## src/rtl/pbv_pkg.sv

```systemverilog
package pbv_pkg;

    localparam int PB_BYTES    = 7;
    localparam int TRACK_LAST  = 76;
    localparam int SEC_LAST_DD = 52;
    localparam int SEC_LAST_SD = 26;

    typedef enum logic [2:0] {
        OP_NOP    = 3'd0,
        OP_SEEK   = 3'd1,
        OP_FMT    = 3'd2,
        OP_RECAL  = 3'd3,
        OP_READ   = 3'd4,
        OP_VERIFY = 3'd5,
        OP_WRITE  = 3'd6,
        OP_WDEL   = 3'd7
    } op_e;

    typedef enum logic [1:0] {
        RT_ERR = 2'b00,
        RT_OK  = 2'b10
    } rtype_e;

    localparam logic [7:0] EB_NOTRDY = 8'h80;
    localparam logic [7:0] EB_WPROT  = 8'h20;
    localparam logic [7:0] EB_ADDR   = 8'h08;

    typedef struct packed {
        logic [7:0]  chan;
        logic [7:0]  instr;
        logic [7:0]  count;
        logic [7:0]  track;
        logic [7:0]  sector;
        logic [15:0] buf_addr;
    } pblk_t;

    typedef struct packed {
        logic       xfer;
        rtype_e     rtype;
        logic [7:0] err;
        logic       pos_wr;
        logic       pos_home;
    } verdict_t;

    function automatic op_e op_of(logic [7:0] instr);
        return op_e'(instr[2:0]);
    endfunction

    function automatic logic [1:0] unit_of(logic [7:0] instr);
        return instr[5:4];
    endfunction

    function automatic logic irq_masked(logic [7:0] chan);
        return chan[5:4] == 2'b01;
    endfunction

endpackage

```

## src/rtl/pbv_fetch.sv

```systemverilog
module pbv_fetch
    import pbv_pkg::*;
#(
    parameter int ADDR_W = 16,
    parameter int NBYTES = PB_BYTES
) (
    input  logic              clk,
    input  logic              rst,
    input  logic              go,
    input  logic [ADDR_W-1:0] base,
    output logic              mem_req,
    output logic [ADDR_W-1:0] mem_addr,
    input  logic [7:0]        mem_rdata,
    input  logic              mem_valid,
    output logic              done,
    output pblk_t             blk
);
    localparam int IDX_W = $clog2(NBYTES);

    logic             active;
    logic [IDX_W-1:0] idx;
    logic [7:0]       byt [NBYTES];

    always_ff @(posedge clk) begin
        if (rst) begin
            active <= 1'b0;
            idx    <= '0;
            done   <= 1'b0;
        end else begin
            done <= 1'b0;
            if (go && !active) begin
                active <= 1'b1;
                idx    <= '0;
            end else if (active && mem_valid) begin
                byt[idx] <= mem_rdata;
                if (idx == IDX_W'(NBYTES - 1)) begin
                    active <= 1'b0;
                    done   <= 1'b1;
                end else begin
                    idx <= idx + 1'b1;
                end
            end
        end
    end

    assign mem_req  = active;
    assign mem_addr = base + ADDR_W'(idx);

    assign blk.chan     = byt[0];
    assign blk.instr    = byt[1];
    assign blk.count    = byt[2];
    assign blk.track    = byt[3];
    assign blk.sector   = byt[4];
    assign blk.buf_addr = {byt[6], byt[5]};

    AST_FETCH_HOLD: assert property (@(posedge clk) disable iff (rst)
        (mem_req && !mem_valid) |=> (mem_req && $stable(mem_addr))) else $error("hold");

endmodule

```

## src/rtl/pbv_check.sv

```systemverilog
module pbv_check
    import pbv_pkg::*;
#(
    parameter int UNITS = 4
) (
    input  op_e        op,
    input  logic [1:0] unit,
    input  logic [7:0] count,
    input  logic [7:0] track,
    input  logic [7:0] sector,
    input  logic [UNITS-1:0] drv_ready,
    input  logic [UNITS-1:0] drv_dbl,
    input  logic [UNITS-1:0] drv_wprot,
    output verdict_t   v
);
    logic [7:0] last_sec;
    logic [8:0] span;
    logic       bad_addr;

    always_comb begin
        last_sec = drv_dbl[unit] ? 8'(SEC_LAST_DD) : 8'(SEC_LAST_SD);
        span     = {1'b0, sector} + {1'b0, count};
        bad_addr = (op != OP_RECAL) &&
                   ((sector == 8'd0) || (sector > last_sec) ||
                    (span > ({1'b0, last_sec} + 9'd1)) ||
                    (track > 8'(TRACK_LAST)));

        v.xfer     = 1'b0;
        v.rtype    = RT_OK;
        v.err      = 8'h00;
        v.pos_wr   = 1'b0;
        v.pos_home = 1'b0;

        if (!drv_ready[unit]) begin
            v.rtype = RT_ERR;
            v.err   = EB_NOTRDY;
        end else if (bad_addr) begin
            v.rtype = RT_ERR;
            v.err   = EB_ADDR;
        end else if ((op == OP_FMT || op == OP_WRITE) && drv_wprot[unit]) begin
            v.rtype = RT_ERR;
            v.err   = EB_WPROT;
        end else begin
            case (op)
                OP_SEEK:                   v.pos_wr = 1'b1;
                OP_RECAL: begin
                    v.pos_wr   = 1'b1;
                    v.pos_home = 1'b1;
                end
                OP_FMT, OP_READ, OP_WRITE: v.xfer = 1'b1;
                default:                   ;
            endcase
        end
    end

endmodule

```

## src/rtl/pbv_pos.sv

```systemverilog
module pbv_pos #(
    parameter int UNITS = 4,
    parameter int W     = 8
) (
    input  logic                     clk,
    input  logic                     rst,
    input  logic                     wr,
    input  logic                     home,
    input  logic [$clog2(UNITS)-1:0] unit,
    input  logic [W-1:0]             track_in,
    input  logic [W-1:0]             sector_in,
    input  logic [$clog2(UNITS)-1:0] rd_unit,
    output logic [W-1:0]             rd_track,
    output logic [W-1:0]             rd_sector
);
    logic [W-1:0] trk [UNITS];
    logic [W-1:0] sec [UNITS];

    for (genvar g = 0; g < UNITS; g++) begin : g_unit
        always_ff @(posedge clk) begin
            if (rst) begin
                trk[g] <= '0;
                sec[g] <= W'(1);
            end else if (wr && unit == g) begin
                trk[g] <= home ? '0 : track_in;
                sec[g] <= sector_in;
            end
        end
    end

    assign rd_track  = trk[rd_unit];
    assign rd_sector = sec[rd_unit];

endmodule

```

## src/rtl/pbv_top.sv

```systemverilog
module pbv_top
    import pbv_pkg::*;
#(
    parameter int ADDR_W = 16,
    parameter int UNITS  = 4
) (
    input  logic              clk,
    input  logic              rst,
    input  logic              start,
    input  logic [ADDR_W-1:0] pb_ptr,
    output logic              busy,
    output logic              mem_req,
    output logic [ADDR_W-1:0] mem_addr,
    input  logic [7:0]        mem_rdata,
    input  logic              mem_valid,
    input  logic [UNITS-1:0]  drv_ready,
    input  logic [UNITS-1:0]  drv_dbl,
    input  logic [UNITS-1:0]  drv_wprot,
    output logic              xfer_start,
    output logic [7:0]        xfer_chan,
    output logic [7:0]        xfer_instr,
    output logic [7:0]        xfer_count,
    output logic [7:0]        xfer_track,
    output logic [7:0]        xfer_sector,
    output logic [ADDR_W-1:0] xfer_buf,
    input  logic              xfer_done,
    output logic [1:0]        res_type,
    output logic [7:0]        res_err,
    output logic              irq,
    input  logic              irq_clr,
    input  logic [1:0]        pos_sel,
    output logic [7:0]        pos_track,
    output logic [7:0]        pos_sector
);
    typedef enum logic [1:0] {S_IDLE, S_FETCH, S_XFER} state_e;

    state_e            state;
    logic [ADDR_W-1:0] base_q;
    rtype_e            rtype_q;
    logic              fetch_done;
    pblk_t             blk;
    verdict_t          vd;
    logic              go;

    assign go = (state == S_IDLE) && start;

    pbv_fetch #(.ADDR_W(ADDR_W), .NBYTES(PB_BYTES)) u_fetch (
        .clk       (clk),
        .rst       (rst),
        .go        (go),
        .base      (base_q),
        .mem_req   (mem_req),
        .mem_addr  (mem_addr),
        .mem_rdata (mem_rdata),
        .mem_valid (mem_valid),
        .done      (fetch_done),
        .blk       (blk)
    );

    pbv_check #(.UNITS(UNITS)) u_check (
        .op        (op_of(blk.instr)),
        .unit      (unit_of(blk.instr)),
        .count     (blk.count),
        .track     (blk.track),
        .sector    (blk.sector),
        .drv_ready (drv_ready),
        .drv_dbl   (drv_dbl),
        .drv_wprot (drv_wprot),
        .v         (vd)
    );

    pbv_pos #(.UNITS(UNITS), .W(8)) u_pos (
        .clk       (clk),
        .rst       (rst),
        .wr        ((state == S_FETCH) && fetch_done && vd.pos_wr),
        .home      (vd.pos_home),
        .unit      (unit_of(blk.instr)),
        .track_in  (blk.track),
        .sector_in (blk.sector),
        .rd_unit   (pos_sel),
        .rd_track  (pos_track),
        .rd_sector (pos_sector)
    );

    always_ff @(posedge clk) begin
        if (rst) begin
            state       <= S_IDLE;
            base_q      <= '0;
            rtype_q     <= RT_OK;
            res_err     <= 8'h00;
            irq         <= 1'b0;
            xfer_start  <= 1'b0;
            xfer_chan   <= '0;
            xfer_instr  <= '0;
            xfer_count  <= '0;
            xfer_track  <= '0;
            xfer_sector <= '0;
            xfer_buf    <= '0;
        end else begin
            xfer_start <= 1'b0;
            if (irq_clr) irq <= 1'b0;
            case (state)
                S_IDLE: begin
                    if (start) begin
                        base_q <= pb_ptr;
                        state  <= S_FETCH;
                    end
                end
                S_FETCH: begin
                    if (fetch_done) begin
                        if (vd.xfer) begin
                            xfer_start  <= 1'b1;
                            xfer_chan   <= blk.chan;
                            xfer_instr  <= blk.instr;
                            xfer_count  <= blk.count;
                            xfer_track  <= blk.track;
                            xfer_sector <= blk.sector;
                            xfer_buf    <= ADDR_W'(blk.buf_addr);
                            state       <= S_XFER;
                        end else begin
                            rtype_q <= vd.rtype;
                            res_err <= vd.err;
                            if (!irq_masked(blk.chan)) irq <= 1'b1;
                            state   <= S_IDLE;
                        end
                    end
                end
                S_XFER: begin
                    if (xfer_done) begin
                        rtype_q <= RT_OK;
                        res_err <= 8'h00;
                        if (!irq_masked(blk.chan)) irq <= 1'b1;
                        state   <= S_IDLE;
                    end
                end
                default: state <= S_IDLE;
            endcase
        end
    end

    assign busy     = (state != S_IDLE);
    assign res_type = rtype_q;

    AST_REQ_WHILE_BUSY: assert property (@(posedge clk) disable iff (rst)
        mem_req |-> busy) else $error("req idle");
    AST_ERR_ONEHOT: assert property (@(posedge clk) disable iff (rst)
        (res_type == RT_ERR) |-> ($countones(res_err) == 1)) else $error("err");
    AST_OK_CLEAN: assert property (@(posedge clk) disable iff (rst)
        (res_type == RT_OK) |-> (res_err == 8'h00)) else $error("ok");
    AST_XFER_PULSE: assert property (@(posedge clk) disable iff (rst)
        xfer_start |=> !xfer_start) else $error("pulse");
    AST_IRQ_AT_END: assert property (@(posedge clk) disable iff (rst)
        $rose(irq) |-> $past(busy)) else $error("irq");

endmodule

```

## config.mk

```make
export PLATFORM = sky130hd
export DESIGN_NAME = pbv_top
export DESIGN_NICKNAME = d
export VERILOG_FILES = /design/src/rtl/pbv_pkg.sv /design/src/rtl/pbv_fetch.sv /design/src/rtl/pbv_check.sv /design/src/rtl/pbv_pos.sv /design/src/rtl/pbv_top.sv
export SDC_FILE = /design/constraint.sdc
export NUM_CORES = 1
export LEC_CHECK = 0
export ABC_CLOCK_PERIOD_IN_PS = 8400
export BUFFER_PORTS_ARGS = -buffer_cell sky130_fd_sc_hd__buf_2
export CAP_MARGIN = 25
export CELL_PAD_IN_SITES_DETAIL_PLACEMENT = 0
export CELL_PAD_IN_SITES_GLOBAL_PLACEMENT = 1
export CORE_MARGIN = 1.5
export CORE_UTILIZATION = 49
export DETAILED_ROUTE_END_ITERATION = 7
export PLACE_DENSITY_LB_ADDON = 0.1
export SLEW_MARGIN = 5
export SYNTH_ARGS = -nofsm -noshare
export SYNTH_HDL_FRONTEND = slang
export SYNTH_SLANG_ARGS = --single-unit
```

## constraint.sdc

```tcl
create_clock -name clk -period 8.4 [get_ports clk]
set_input_delay 1.68 -clock clk [delete_from_list [all_inputs] [get_ports clk]]
set_output_delay 1.68 -clock clk [all_outputs]
set_load 0.02 [all_outputs]
```

# Word level (Yosys, flattened, before mapping)
# Memories as Yosys holds them, arrays and structs flattened. A register that Yosys moved wholly into a read port is not among the register bits.
# Index checks and enable logic that the tools add are counted.
[word_totals]
reg_bits = 75
latch_bits = 0
ramBits = 120
rom_bits = 0
output_inout_bits = 102
elab_cells = 158
mem_count = 3
[op_classes]
add_sub_neg = 4
mul = 0
div = 0
n_lt_le_gt_ge = 4
n_eq_ne = 17
shift = 0
mux = 70
bitwise = 12
n_reduce_logical = 34
[mem_list]
columns = ["memory", "depth", "width", "read_ports", "rd_ports_with_merged_regs", "write_ports", "line", "text"]
rows = [
  ["u_fetch.byt", 7, 8, 7, 2, 1, "pbv_fetch.sv:22", "logic [7:0] byt [NBYTES];"],
  ["u_pos.sec", 4, 8, 1, 0, 4, "pbv_pos.sv:17", "logic [W-1:0] sec [UNITS];"],
  ["u_pos.trk", 4, 8, 1, 0, 4, "pbv_pos.sv:16", "logic [W-1:0] trk [UNITS];"],
]
[op_table]
columns = ["cell", "n"]
rows = [
  ["2-to-1 mux 8 bit", 12],
  ["2-to-1 mux 1 bit", 37],
  ["2-to-1 mux 10 bit", 3],
  ["2-to-1 mux 2 bit", 10],
  ["adder 16 x 3 -> 16 bit", 1],
  ["one-hot mux 8 bit (2 select lines)", 1],
  ["logical AND 1 bit", 11],
  ["adder 8 x 1 -> 9 bit, second input constant", 1],
  ["adder 8 x 8 -> 9 bit", 1],
  ["== test 3 bit, second input constant", 3],
  ["> comparator 9 bit", 1],
  ["OR reduction 3 bit", 3],
  ["> comparator 8 x 7 -> 1 bit, second input constant", 1],
  ["> comparator 8 bit", 1],
  ["logical NOT 8 bit", 1],
  ["OR 1 bit", 8],
  ["nonzero test 2 bit", 4],
  ["binary-select mux 1 bit (select 2 bit)", 3],
  ["== test 2 x 1 -> 1 bit, second input constant", 3],
  ["== test 2 bit, second input constant", 3],
  ["== test 3 x 2 -> 1 bit, second input constant", 2],
  ["2-to-1 mux 6 bit", 1],
  ["!= test 2 bit, second input constant", 3],
  ["one-hot mux 2 bit (3 select lines)", 1],
  ["other kinds (15)", 26],
]

# Longest topological paths before layout
# Gate-level depths: netlist of run 1.
# An unclocked memory read counts as a cell.
[depth]
word_depth = 17
mapped_depth = 16

# Modules after synthesis
# A second synthesis of run 1 with hierarchy kept.
[unflattened]
hier_cells = 816
area_unflattened_um2 = 9155.0
[by_module_without_submodules]
columns = ["module", "n_inst", "cells_per_inst", "area_each_um2", "seq_area_each_um2"]
rows = [
  ["pbv_top", 1, 394, 3230.6, 1721.7],
  ["pbv_pos", 1, 191, 2839.0, 1921.8],
  ["pbv_fetch", 1, 135, 2313.5, 1781.7],
  ["pbv_check", 1, 96, 772.0, 0.0],
]

# Least setup slack after synthesis of run 1
# No wires, ideal clock.
[synth_path]
kind = "input to output"
from = "in pos_sel[0]"
to = "out pos_sector[0]"
t_arrival_ns = 3.245
setup_slack_ns = 3.475
cell_stages = 3
path_buffers = 2
path_cell_list = "clkbuf_1 buf_1 mux4_2"
[synth_via]
elab_chain_cells = 1
[synth_rtl]
columns = ["item", "line", "text"]
rows = [
  ["from (decl)", "pbv_top.sv:31", "input logic [1:0] pos_sel,"],
  ["memory read (4 x 8 bit)", "--", ""],
  ["to (decl)", "pbv_top.sv:33", "output logic [7:0] pos_sector"],
]
# No other way between the ends.

# Worst setup path after layout of run 1
[layout_path]
from = "in pos_sel[0]"
to = "out pos_track[4]"
[layout_via]
elab_chain_cells = 1
[layout_rtl]
columns = ["item", "line", "text"]
rows = [
  ["memory read (4 x 8 bit)", "--", ""],
  ["to (decl)", "pbv_top.sv:32", "output logic [7:0] pos_track,"],
]
# No other way between the ends.

==> results of run 1 <==
==> cell usage in the layout (no fill, tap or decap), types with 5 or more instances in the layout <==
cell type / n
sky130_fd_sc_hd__buf_2: 139
sky130_fd_sc_hd__edfxtp_1: 120
sky130_fd_sc_hd__dfxtp_1: 85
sky130_fd_sc_hd__nor2_1: 69
sky130_fd_sc_hd__and3_1: 64
sky130_fd_sc_hd__nand2_1: 59
sky130_fd_sc_hd__mux2i_1: 55
sky130_fd_sc_hd__a21oi_1: 33
sky130_fd_sc_hd__ha_1: 24
sky130_fd_sc_hd__clkbuf_16: 21
sky130_fd_sc_hd__mux4_2: 19
sky130_fd_sc_hd__inv_1: 18
sky130_fd_sc_hd__nor3_1: 13
sky130_fd_sc_hd__xnor2_1: 13
sky130_fd_sc_hd__conb_1: 10
sky130_fd_sc_hd__nand3_1: 9
sky130_fd_sc_hd__xor2_1: 7
sky130_fd_sc_hd__nor3b_1: 7
sky130_fd_sc_hd__a21o_1: 7
sky130_fd_sc_hd__nand4_1: 6
sky130_fd_sc_hd__clkinv_2: 6
sky130_fd_sc_hd__buf_4: 6
sky130_fd_sc_hd__clkinv_1: 5
==> kinds of logic (layout without fill, tap and decap cells) <==
kind of cell	after synthesis	in the layout	share of synthesized area, %
AOI/OAI and AO/OA	63	63	4.562
xor gates and xnor gates	20	20	1.990
adders and majority gates	26	26	3.866
buffers and inverters	61	203	3.965
DFF	205	205	60.26
muxes	74	74	11.11
other	1	10	0.04260
and+or+nand+nor	248	248	14.20
==> worst paths after layout <==
path / slack (ns) / depth (start not counted) / start / endpoint
worst min-delay path: 0.46 / 2 / res_type[1] / res_type[1]
worst min register to register: 0.46 / 2 / res_type[1] / res_type[1]
worst max register to register: 4.22 / 13 / u_fetch.byt[4][1] / u_pos.trk[1][2]
worst max-delay path: 3.82 / 3 / pos_sel[0] / pos_track[4]
==> Yosys cell counts (all sizes together) (2+ instances only) <==
cell type and count:
nand3 9, nor2b 3, buf 19, nor2 69, and3 64, nor3 13, a21o 7, a211oi 3
inv 18, mux4 19, nand4 6, ha 24, dfxtp 85, nor4 2, nor3b 8, o21bai 2
fa 2, mux2i 55, and2 2, o21ai 3, clkbuf 23, xnor2 13, xor2 7, edfxtp 120
a32o 3, and4 2, nand2b 4, nand2 59, a21oi 33
==> critical path, delay by kind of cell <==
kind | cells | cell delay, ns
buf+inv | 2 | 0.63
mux | 1 | 0.59
==> power groups by stage <==
stage               sequential (mW)  clock, mW  combinational [mW]
global route                   1.10      0.925               0.134
finish                         1.09      0.866               0.121
global placement               1.11          0               0.120
CTS                            1.09      0.886               0.123
detailed placement             1.12          0               0.123
floorplan                      1.11          0              0.0807
==> per-stage QoR <==
stage / total power [mW] / utilization [%] / worst slack, ns / hold slack, ns
global placement: 1.234 / 55.03 / 3.539 / 0.4534
detailed placement: 1.238 / 55.07 / 3.401 / 0.4564
CTS: 2.103 / 58.80 / 3.774 / 0.4647
global route: 2.154 / 58.96 / 3.674 / 0.4773
floorplan: 1.194 / - / 3.475 / 0.4406
finish: 2.080 / 58.96 / 3.824 / 0.4626
==> layout make-up <==
cell class | instances | area (µm²)
Clock buffer | 23 | 543.0
Sequential cell | 205 | 5305
Fill cell | 1478 | 7148
Multi-Input combinational cell | 441 | 3193
Tap cell | 225 | 281.5
Timing Repair Buffer | 146 | 768.2
Inverter | 19 | 71.32
Clock inverter | 15 | 106.4
==> state kept, by name (all words and copies together) (netlist names) <==
register         flops
base_q              16
irq                  1
res_err              3
res_type             1
state                2
u_fetch.byt         56
u_fetch.done         1
u_fetch.idx          3
u_fetch.mem_req      1
u_pos.sec           32
u_pos.trk           32
xfer_buf            16
xfer_chan            8
xfer_count           8
xfer_instr           8
xfer_sector          8
xfer_start           1
xfer_track           8
==> per-layer routing <==
layer / GRT usage (%) / part of all wire (%) / up-vias
met5: 0 / 0 / -
met4: 5.205 / 1.6 / 0
met3: 4.111 / 5.9 / 30
met2: 35.48 / 49 / 144
met1: 27.17 / 43 / 2798
li1: - / - / 2795
==> metrics.cfg, run 1 <==
[sta]
setup_total_negative_slack_ns = 0
period_needed_ns = 4.576
setup-violations-final = 0
worst_clock_skew_ns = 0.007919
final_min_period_over_clock_period_pct = 54.47
top_achievable_clock_speed_mhz = 218.5
maxSlewViolCount = 0
finalHoldViolCount = 0
max_slew.worst_pin.slew_ns = 0.9787
unrepaired_setup_endpoints_after_global_routing = false
maxSlewHeadroom_pct = 34.75

[drt]
drt_wl_total_mm = 19.54
drtIter0Drc = 325
detail_route.drc_violations = 0
dr_total_vias = 5767
routed_wire_length_per_instance_um = 18.19
drtPass1Iterations = 4
drt.antenna.violating_nets = 0
detail_route.vias_per_cell = 5.370

[floorplanning]
floorplan.initialDensity_pct = 50.55
rows = 48
boundaryPins = 146
chip_width_um = 137.0
floorplan.die.height_um = 137.0
floorplan.core_area_um2 = 17420
die-area_um2 = 18780

[yosys]
synth_top_cell_area_share_pct = 40.93
post_synth.cell_area_avg_um2 = 12.61
post_synth_instance_area_um2 = 8803
part_of_the_yosys_area_used_for_sequential_elements_pct = 60.26
synth_top_flop_cell = sky130_fd_sc_hd__edfxtp_1
post_synth_num_cell_types = 58
synth.yosys.warnings = 0
netlist.top_cell.by_area = sky130_fd_sc_hd__edfxtp_1
synth.top_cells.by_area = sky130_fd_sc_hd__edfxtp_1 41%, sky130_fd_sc_hd__dfxtp_1 19%, sky130_fd_sc_hd__mux2i_1 6.3%
synth_async_sr_flop_share_pct = 0
post_synth_inst_count = 698
synth_edf_count = 120
synth_seq_cells = 205

[clock_tree]
tritoncts = done
cts.root.buffer_cell = sky130_fd_sc_hd__clkbuf_16
cts-htree-levels = 1
maximum_count_of_clock_buffers_along_a_single_path = 3
clk_pin_slew_worst_paths_ns = 0.06
cts-resized-gates = 0
cts_num_sinks = 205
clkLatencyLatePin_ns = 0.49
cts_setup_buffers = 0
postCtsHoldBufs = 0
numCtsBuffers = 21

[placed_design]
placement.cell_area_um2 = 9592
place.detailed.instances = 1035
dp.final_hpwl_mm = 13.56
port_buffers = 139
globalplace.congestion = 0.8008

[pwr]
share_comb_of_total_power_pct = 5.8
swShare_pct = 21.95
peakVddDrop_mv = 0.2561
internal-power_mw = 1.624
power_density_nw_per_um2 = 202.6
share_clk_of_total_power_pct = 41.6
total_leakage_power_nw = 4.254
power.switching_uw = 456.7
pwr-share-seq_pct = 52.6

[worst_setup_path]
critical_path_arrival_ns = 2.90
timing.critical_path.mode_cell = sky130_fd_sc_hd__buf_2
critPathKind = in -> out
cp_slowest_cell = sky130_fd_sc_hd__mux4_2
cp_max_fo = 16
max_stage_delay_ns = 0.59
cp-end-kind = primary output
critical_path.startpoint_type = primary input
cp_cell_sequence = buf_2 -> mux4_2 -> buf_2
critical_path_required_ns = 6.72

[grt]
grt_remaining_overflow = 0
via_count_of_the_first_global_routing_pass = 5652
globalRouteTotalUtil_pct = 20.76
grt_antenna_before_repair = 0
largest_net_degree_at_the_start_of_global_routing = 90
grt_first_pass_wirelength_mm = 29.72

[final_layout]
insertedDiodeCount = 0
area_delta_synth_final_pct = 16.64
fin_area_um2 = 10270
final_layout_size_suffix_gt1_share_pct = 23.91
finish.cell_count_without_fillers = 1074
num-nets-final = 904

[worst_hold_path]
timing.hold.worst.class = reg -> reg

[status]
status = finished clean

[flow_run]
max_cap_viol_count = 0

No activity file was read; power rests on OpenSTA's default activity.
==> run 2: changes to the inputs <==
--- a/config.mk
+++ b/config.mk
@@ -5,13 +5,13 @@
 export SDC_FILE = /design/constraint.sdc
 export NUM_CORES = 1
 export LEC_CHECK = 0
-export ABC_CLOCK_PERIOD_IN_PS = 8400
+export ABC_CLOCK_PERIOD_IN_PS = 4500
 export BUFFER_PORTS_ARGS = -buffer_cell sky130_fd_sc_hd__buf_2
 export CAP_MARGIN = 25
 export CELL_PAD_IN_SITES_DETAIL_PLACEMENT = 0
 export CELL_PAD_IN_SITES_GLOBAL_PLACEMENT = 1
 export CORE_MARGIN = 1.5
-export CORE_UTILIZATION = 49
+export CORE_UTILIZATION = 45
 export DETAILED_ROUTE_END_ITERATION = 7
 export PLACE_DENSITY_LB_ADDON = 0.1
 export SLEW_MARGIN = 5
==> constraint.sdc (replaced) <==
create_clock -name clk -period 4.5 [get_ports clk]
set_input_delay 0.9 -clock clk [delete_from_list [all_inputs] [get_ports clk]]
set_output_delay 0.9 -clock clk [all_outputs]
set_load 0.02 [all_outputs]
==> metrics.cfg, run 2 (same netlist as run 1, synthesis figures left out) <==
[status]
status = finished clean  ; unchanged

[pwr]
pwr-share-seq_pct = 51.2  ; was 52.6%
swShare_pct = 21.55  ; was 21.95%
share_comb_of_total_power_pct = 5.9  ; was 5.8%
power_density_nw_per_um2 = 383.6  ; was 202.6 nW/µm²
peakVddDrop_mv = 0.2945  ; was 0.2561 mV
power.switching_uw = 858.2  ; was 456.7 µW
internal-power_mw = 3.125  ; was 1.624 mW
total_leakage_power_nw = 4.296  ; was 4.254 nW
share_clk_of_total_power_pct = 42.9  ; was 41.6%

[placed_design]
port_buffers = 139  ; unchanged
globalplace.congestion = 0.8349  ; was 0.8008
dp.final_hpwl_mm = 14.17  ; was 13.56 mm

[drt]
detail_route.vias_per_cell = 5.199  ; was 5.370
drtIter0Drc = 340  ; was 325
dr_total_vias = 5813  ; was 5767
drt_wl_total_mm = 20.34  ; was 19.54 mm
detail_route.drc_violations = 0  ; unchanged
routed_wire_length_per_instance_um = 18.20  ; was 18.19 µm
drt.antenna.violating_nets = 0  ; unchanged
drtPass1Iterations = 5  ; was 4

[worst_setup_path]
cp-end-kind = flip-flop  ; was primary output
critical_path_required_ns = 4.86  ; was 6.72 ns
critPathKind = reg -> reg  ; was in -> out
reg2reg_setup_slack_ns = 0.62  ; was 4.22 ns
critical_path_arrival_ns = 4.24  ; was 2.90 ns
cp_max_fo = 14  ; was 16
cp-startpoint = u_fetch.byt[4][1]  ; was pos_sel[0]
timing.rr.end = u_pos.trk[0][5]  ; was u_pos.trk[1][2]
reg2reg_from = u_fetch.byt[4][1]  ; unchanged
crit_path_end = u_pos.trk[0][5]  ; was pos_track[4]
r2r.worst_path.cells = 13  ; unchanged
critical_path.startpoint_type = flip-flop  ; was primary input

[clock_tree]
tritoncts = done  ; unchanged
cts-htree-levels = 1  ; unchanged
clkLatencyLatePin_ns = 0.51  ; was 0.49 ns
cts_num_sinks = 205  ; unchanged
postCtsHoldBufs = 0  ; unchanged
clk_pin_slew_worst_paths_ns = 0.06  ; about the same
cts.root.buffer_cell = sky130_fd_sc_hd__clkbuf_16  ; unchanged
numCtsBuffers = 22  ; was 21
cts-resized-gates = 0  ; unchanged
maximum_count_of_clock_buffers_along_a_single_path = 3  ; unchanged
cts_setup_buffers = 0  ; unchanged

[sta]
final_min_period_over_clock_period_pct = 86.25
max_slew.worst_pin.slew_ns = 0.7390  ; was 0.9787 ns
setup_total_negative_slack_ns = 0  ; unchanged
setup-violations-final = 0  ; unchanged
finalHoldViolCount = 0  ; unchanged
unrepaired_setup_endpoints_after_global_routing = false  ; unchanged
maxSlewHeadroom_pct = 50.55  ; was 34.75%
maxSlewViolCount = 0  ; unchanged
period_needed_ns = 3.881
top_achievable_clock_speed_mhz = 257.6
worst_clock_skew_ns = 0.01728  ; was 0.007919 ns

[final_layout]
leading_cell_types_in_the_layout_fill_and_taps_excluded = 139 x sky130_fd_sc_hd__buf_2, 120 x sky130_fd_sc_hd__edfxtp_1, 85 x sky130_fd_sc_hd__dfxtp_1, 69 x sky130_fd_sc_hd__nor2_1, 64 x sky130_fd_sc_hd__and3_1  ; unchanged
fillerInstances = 1635  ; was 1478
largest_register_ffs = 56  ; unchanged
final_layout_size_suffix_gt1_share_pct = 23.66  ; was 23.91%
num-nets-final = 913  ; was 904
registers.top_by_ff_count = u_fetch.byt  ; unchanged
layout_top_registers = u_fetch.byt: 56 flops, u_pos.sec: 32 flops, u_pos.trk: 32 flops  ; unchanged
area_delta_synth_final_pct = 17.94  ; was 16.64%
insertedDiodeCount = 0  ; unchanged
utilization_after_layout_pct = 54.77  ; was 58.96%
leading_cell_type_in_the_layout_fill_and_taps_excluded = sky130_fd_sc_hd__buf_2  ; unchanged

[grt]
grt.busiest_layer = met2  ; unchanged
grt.met2_usage_pct = 34.24  ; was 35.48%
largest_net_degree_at_the_start_of_global_routing = 60  ; was 90
gr-usage-met3_pct = 5.064  ; was 4.111%
via_count_of_the_first_global_routing_pass = 5790  ; was 5652
grt_antenna_before_repair = 0  ; unchanged
grt_remaining_overflow = 0  ; unchanged
globalRouteTotalUtil_pct = 20.42  ; was 20.76%
grt_met1_usage_pct = 26.52  ; was 27.17%
grt_first_pass_wirelength_mm = 31.82  ; was 29.72 mm

[floorplanning]
boundaryPins = 146  ; unchanged
floorplan.die.height_um = 142.9  ; was 137.0 µm
floorplan.core_area_um2 = 18960  ; was 17420 µm²
chip_width_um = 142.9  ; was 137.0 µm
floorplan.initialDensity_pct = 46.44  ; was 50.55%
die-area_um2 = 20410  ; was 18780 µm²
rows = 50  ; was 48

[flow_run]
max_cap_viol_count = 0  ; unchanged

[worst_hold_path]
timing.hold.worst.class = reg -> reg  ; unchanged

[run 2: cell types whose count changed in the layout (fill, tap and decap cells not counted), sizes merged]
cell	change
inv	-1
clkinvlp	-3
clkinv	-6
buf	+8
bufinv	+1
clkbuf	+10
[run 2: worst min path at each step]
stage	cells past startpoint	startpoint	slack, ns	endpoint
2_1_floorplan	2	base_q[0]	0.44	base_q[0]
3_3_place_gp	1	res_err[7]	0.45	res_err[7]
3_5_place_dp	1	res_err[7]	0.45	res_err[7]
4_1_cts	1	res_err[7]	0.46	res_err[7]
5_1_grt	1	xfer_sector[6]	0.49	xfer_sector[6]
6_report	1	res_err[7]	0.46	res_err[7]
[run 2: per-stage QoR]
| step | hold WS, ns | total power, mW | instance area, µm² | worst slack [ns] | std cells |
|---|---|---|---|---|---|
| after floorplan | 0.4406 | 2.229 | 8837 | 0.9137 | 707 |
| after global placement | 0.4509 | 2.310 | 9696 | 0.6130 | 1078 |
| after detailed placement | 0.4469 | 2.316 | 9703 | 0.4589 | 1079 |
| after CTS | 0.4600 | 4.024 | 10380 | 0.6166 | 1118 |
| after global routing | 0.4860 | 4.116 | 10380 | 0.2384 | 1118 |
| final | 0.4609 | 3.983 | 10380 | 0.6187 | 1118 |
[run 2: layout make-up]
class | count | area [µm²] | share of cell area, %
well taps | 260 | 325.3 | 3.133
repair buffers | 154 | 808.3 | 7.785
clock buffers | 33 | 591.8 | 5.700
flip-flops and latches | 205 | 5305 | 51.10
multi-input cells | 441 | 3193 | 30.75
clock inverters | 6 | 87.58 | 0.8436
inverters | 19 | 71.32 | 0.6869
[run 2: critical path, cell delays in order (launching register included)]
cell	delay [ns]
sky130_fd_sc_hd__edfxtp_1	0.53
sky130_fd_sc_hd__ha_1	0.35
sky130_fd_sc_hd__a21o_1	0.15
sky130_fd_sc_hd__a21oi_1	0.28
sky130_fd_sc_hd__o21bai_1	0.11
sky130_fd_sc_hd__a21oi_1	0.19
sky130_fd_sc_hd__xnor2_1	0.15
sky130_fd_sc_hd__ha_1	0.27
sky130_fd_sc_hd__nand2b_1	0.08
sky130_fd_sc_hd__mux2i_1	0.06
sky130_fd_sc_hd__o221ai_1	0.30
sky130_fd_sc_hd__nand4_1	0.33
sky130_fd_sc_hd__nor3b_2	0.67
sky130_fd_sc_hd__and3_1	0.26
[run 2: power groups by stage]
| stage | clock network (mW) | registers (mW) | logic [mW] |
|---|---|---|---|
| floorplan | 0 | 2.08 | 0.151 |
| global placement | 0 | 2.08 | 0.231 |
| detailed placement | 0 | 2.08 | 0.236 |
| CTS | 1.75 | 2.04 | 0.236 |
| global route | 1.81 | 2.04 | 0.258 |
| finish | 1.71 | 2.04 | 0.233 |
[run 2: routing by layer]
metal	up-vias	part of all wire, %
met5	-	0
met4	0	2.1
met3	31	6.6
met2	167	48
met1	2800	43
li1	2815	-
==> run 3: changes to the inputs <==
--- a/config.mk
+++ b/config.mk
@@ -10,10 +10,11 @@
 export CAP_MARGIN = 25
 export CELL_PAD_IN_SITES_DETAIL_PLACEMENT = 0
 export CELL_PAD_IN_SITES_GLOBAL_PLACEMENT = 1
+export CORE_ASPECT_RATIO = 2
 export CORE_MARGIN = 1.5
 export CORE_UTILIZATION = 45
 export DETAILED_ROUTE_END_ITERATION = 7
-export PLACE_DENSITY_LB_ADDON = 0.1
+export PLACE_DENSITY = 0.76
 export SLEW_MARGIN = 5
 export SYNTH_ARGS = -nofsm -noshare
 export SYNTH_HDL_FRONTEND = slang
==> metrics.cfg, run 3 (same netlist as run 1, synthesis figures left out) <==
[status]
status = finished clean  ; unchanged

[sta]
hold_slack_ns = 0.4604  ; was 0.4609 ns
final_min_period_over_clock_period_pct = 87.21  ; was 86.25%
maxSlewViolCount = 0  ; unchanged
setup-violations-final = 0  ; unchanged
worst_clock_skew_ns = 0.01493  ; was 0.01728 ns
setup_total_negative_slack_ns = 0  ; unchanged
max_slew.worst_pin.slew_ns = 0.7530  ; was 0.7390 ns
unrepaired_setup_endpoints_after_global_routing = false  ; unchanged
maxSlewHeadroom_pct = 49.61  ; was 50.55%
period_needed_ns = 3.925  ; was 3.881 ns
finalHoldViolCount = 0  ; unchanged
top_achievable_clock_speed_mhz = 254.8  ; was 257.6 MHz

[final_layout]
leading_cell_types_in_the_layout_fill_and_taps_excluded = 139 x sky130_fd_sc_hd__buf_2, 120 x sky130_fd_sc_hd__edfxtp_1, 85 x sky130_fd_sc_hd__dfxtp_1, 69 x sky130_fd_sc_hd__nor2_1, 64 x sky130_fd_sc_hd__and3_1  ; unchanged
registers.top_by_ff_count = u_fetch.byt  ; unchanged
area_delta_synth_final_pct = 18.15  ; was 17.94%
final_layout_size_suffix_gt1_share_pct = 24.74  ; was 23.66%
insertedDiodeCount = 0  ; unchanged
largest_register_ffs = 56  ; unchanged
layout_top_registers = u_fetch.byt: 56 flops, u_pos.sec: 32 flops, u_pos.trk: 32 flops  ; unchanged
num-nets-final = 911  ; was 913
utilization_after_layout_pct = 53.95  ; was 54.77%
finish.cell_count_without_fillers = 1112  ; was 1118
leading_cell_type_in_the_layout_fill_and_taps_excluded = sky130_fd_sc_hd__buf_2  ; unchanged

[grt]
grt_antenna_before_repair = 0  ; unchanged
grt_remaining_overflow = 0  ; unchanged
globalRouteTotalUtil_pct = 20.78  ; was 20.42%
largest_net_degree_at_the_start_of_global_routing = 45  ; was 60
grt_first_pass_wirelength_mm = 32.51  ; was 31.82 mm
via_count_of_the_first_global_routing_pass = 6202  ; was 5790

[pwr]
pwr-share-seq_pct = 51.3  ; was 51.2%
total_leakage_power_nw = 4.312  ; was 4.296 nW
power_density_nw_per_um2 = 381.8  ; was 383.6 nW/µm²
peakVddDrop_mv = 0.5695  ; was 0.2945 mV
internal-power_mw = 3.104  ; was 3.125 mW
design_power_total_mw = 3.971  ; was 3.983 mW
power.switching_uw = 867.2  ; was 858.2 µW
share_comb_of_total_power_pct = 5.9  ; about the same
share_clk_of_total_power_pct = 42.8  ; was 42.9%
swShare_pct = 21.84  ; was 21.55%

[worst_setup_path]
cp-end-kind = flip-flop  ; unchanged
critical_path_required_ns = 4.85  ; was 4.86 ns
timing.rr.end = u_pos.sec[0][6]  ; was u_pos.trk[0][5]
critical_path_arrival_ns = 4.27  ; was 4.24 ns
critPathKind = reg -> reg  ; unchanged
cp_max_fo = 16  ; was 14
critical_path.startpoint_type = flip-flop  ; unchanged
r2r.worst_path.cells = 13  ; unchanged
reg2reg_setup_slack_ns = 0.58  ; was 0.62 ns
cp_slowest_cell = sky130_fd_sc_hd__nor4_4  ; was sky130_fd_sc_hd__nor3b_2
reg2reg_from = u_fetch.byt[4][1]  ; unchanged
max_stage_delay_ns = 0.58  ; was 0.67 ns
cp_cell_sequence = ha_1 -> a21o_1 -> a21oi_1 -> o21bai_1 -> a21oi_1 -> xnor2_1 -> ha_1 -> nand2b_1 -> mux2i_1 -> o221ai_1 -> nand4_1 -> nor4_4 -> and3_1  ; was ha_1 -> a21o_1 -> a21oi_1 -> o21bai_1 -> a21oi_1 -> xnor2_1 -> ha_1 -> nand2b_1 -> mux2i_1 -> o221ai_1 -> nand4_1 -> nor3b_2 -> and3_1

[clock_tree]
maximum_count_of_clock_buffers_along_a_single_path = 3  ; unchanged
tritoncts = done  ; unchanged
cts-htree-levels = 1  ; unchanged
cts_num_sinks = 205  ; unchanged
cts-resized-gates = 0  ; unchanged
cts.root.buffer_cell = sky130_fd_sc_hd__clkbuf_16  ; unchanged
cts_setup_buffers = 0  ; unchanged
clk_pin_slew_worst_paths_ns = 0.07  ; was 0.06 ns
postCtsHoldBufs = 0  ; unchanged
numCtsBuffers = 18  ; was 22
clkLatencyLatePin_ns = 0.49  ; was 0.51 ns

[drt]
drtPass1Iterations = 5  ; unchanged
drt_wl_total_mm = 20.77  ; was 20.34 mm
detail_route.vias_per_cell = 5.287  ; was 5.199
drtIter0Drc = 212  ; was 340
routed_wire_length_per_instance_um = 18.67  ; was 18.20 µm
detail_route.drc_violations = 0  ; unchanged
dr_total_vias = 5879  ; was 5813
drt.antenna.violating_nets = 0  ; unchanged

[floorplanning]
floorplan.core_area_um2 = 19280  ; was 18960 µm²
die-area_um2 = 20460  ; was 20410 µm²
boundaryPins = 146  ; unchanged
floorplan.die.height_um = 200.8  ; was 142.9 µm
rows = 72  ; was 50
chip_width_um = 101.9  ; was 142.9 µm
floorplan.initialDensity_pct = 45.66  ; was 46.44%

[worst_hold_path]
worstHoldPathCells = 2  ; was 1
min_delay_worst_endpoint = res_type[1]  ; was res_err[7]
min_from = res_type[1]  ; was res_err[7]
timing.hold.worst.class = reg -> reg  ; unchanged

[placed_design]
dp.final_hpwl_mm = 15.65  ; was 14.17 mm
place.detailed.instances = 1079  ; unchanged
globalplace.congestion = 0.7811  ; was 0.8349
port_buffers = 139  ; unchanged

[flow_run]
max_cap_viol_count = 0  ; unchanged

run 3: area by class of cell:
class                           instances  area [µm²]
Clock buffer                           22       518.0
Clock inverter                         10       141.4
Fill cell                            1728        8877
Inverter                               19       71.32
Multi-Input combinational cell        441        3193
Sequential cell                       205        5305
Tap cell                              259       324.1
Timing Repair Buffer                  156       848.3
run 3: power groups by stage:
stage / clock (mW) / sequential [mW] / combinational, mW
2_1_floorplan: 0 / 2.08 / 0.151
3_3_place_gp: 0 / 2.08 / 0.231
3_5_place_dp: 0 / 2.08 / 0.236
4_1_cts: 1.73 / 2.04 / 0.237
5_1_grt: 1.80 / 2.04 / 0.256
6_report: 1.70 / 2.04 / 0.233
run 3: worst max path at each step:
stage | end | start
final | u_pos.sec[0][6] | u_fetch.byt[4][1]
after global routing | u_pos.sec[0][4] | u_fetch.byt[4][1]
after CTS | u_pos.sec[0][6] | u_fetch.byt[4][1]
after detailed placement | u_pos.sec[0][6] | drv_dbl[3]
after global placement | u_pos.sec[0][7] | drv_dbl[3]
after floorplan | u_pos.sec[0][0] | drv_dbl[3]
run 3: layer usage:
layer	track usage, %	share of wire [%]
met1	20.61	34
met2	40.24	57
met3	3.273	4.4
met4	9.736	5.0
met5	0	0
run 3: per-stage QoR:
stage / worst slack (ns) / cell area [µm²]
after floorplan: 0.9137 / 8837
after global placement: 0.6509 / 9734
after detailed placement: 0.5162 / 9734
after CTS: 0.5701 / 10390
after global routing: 0.2839 / 10400
final: 0.5753 / 10400
run 3: critical path: cells and delay by family, from the launching register on:
family / cells / cell delay (ns)
and+or+nand+nor: 4 / 1.27
AOI/OAI and AO/OA: 5 / 1.07
adders and majority gates: 2 / 0.65
DFF: 1 / 0.55
xor gates and xnor gates: 1 / 0.16
muxes: 1 / 0.06
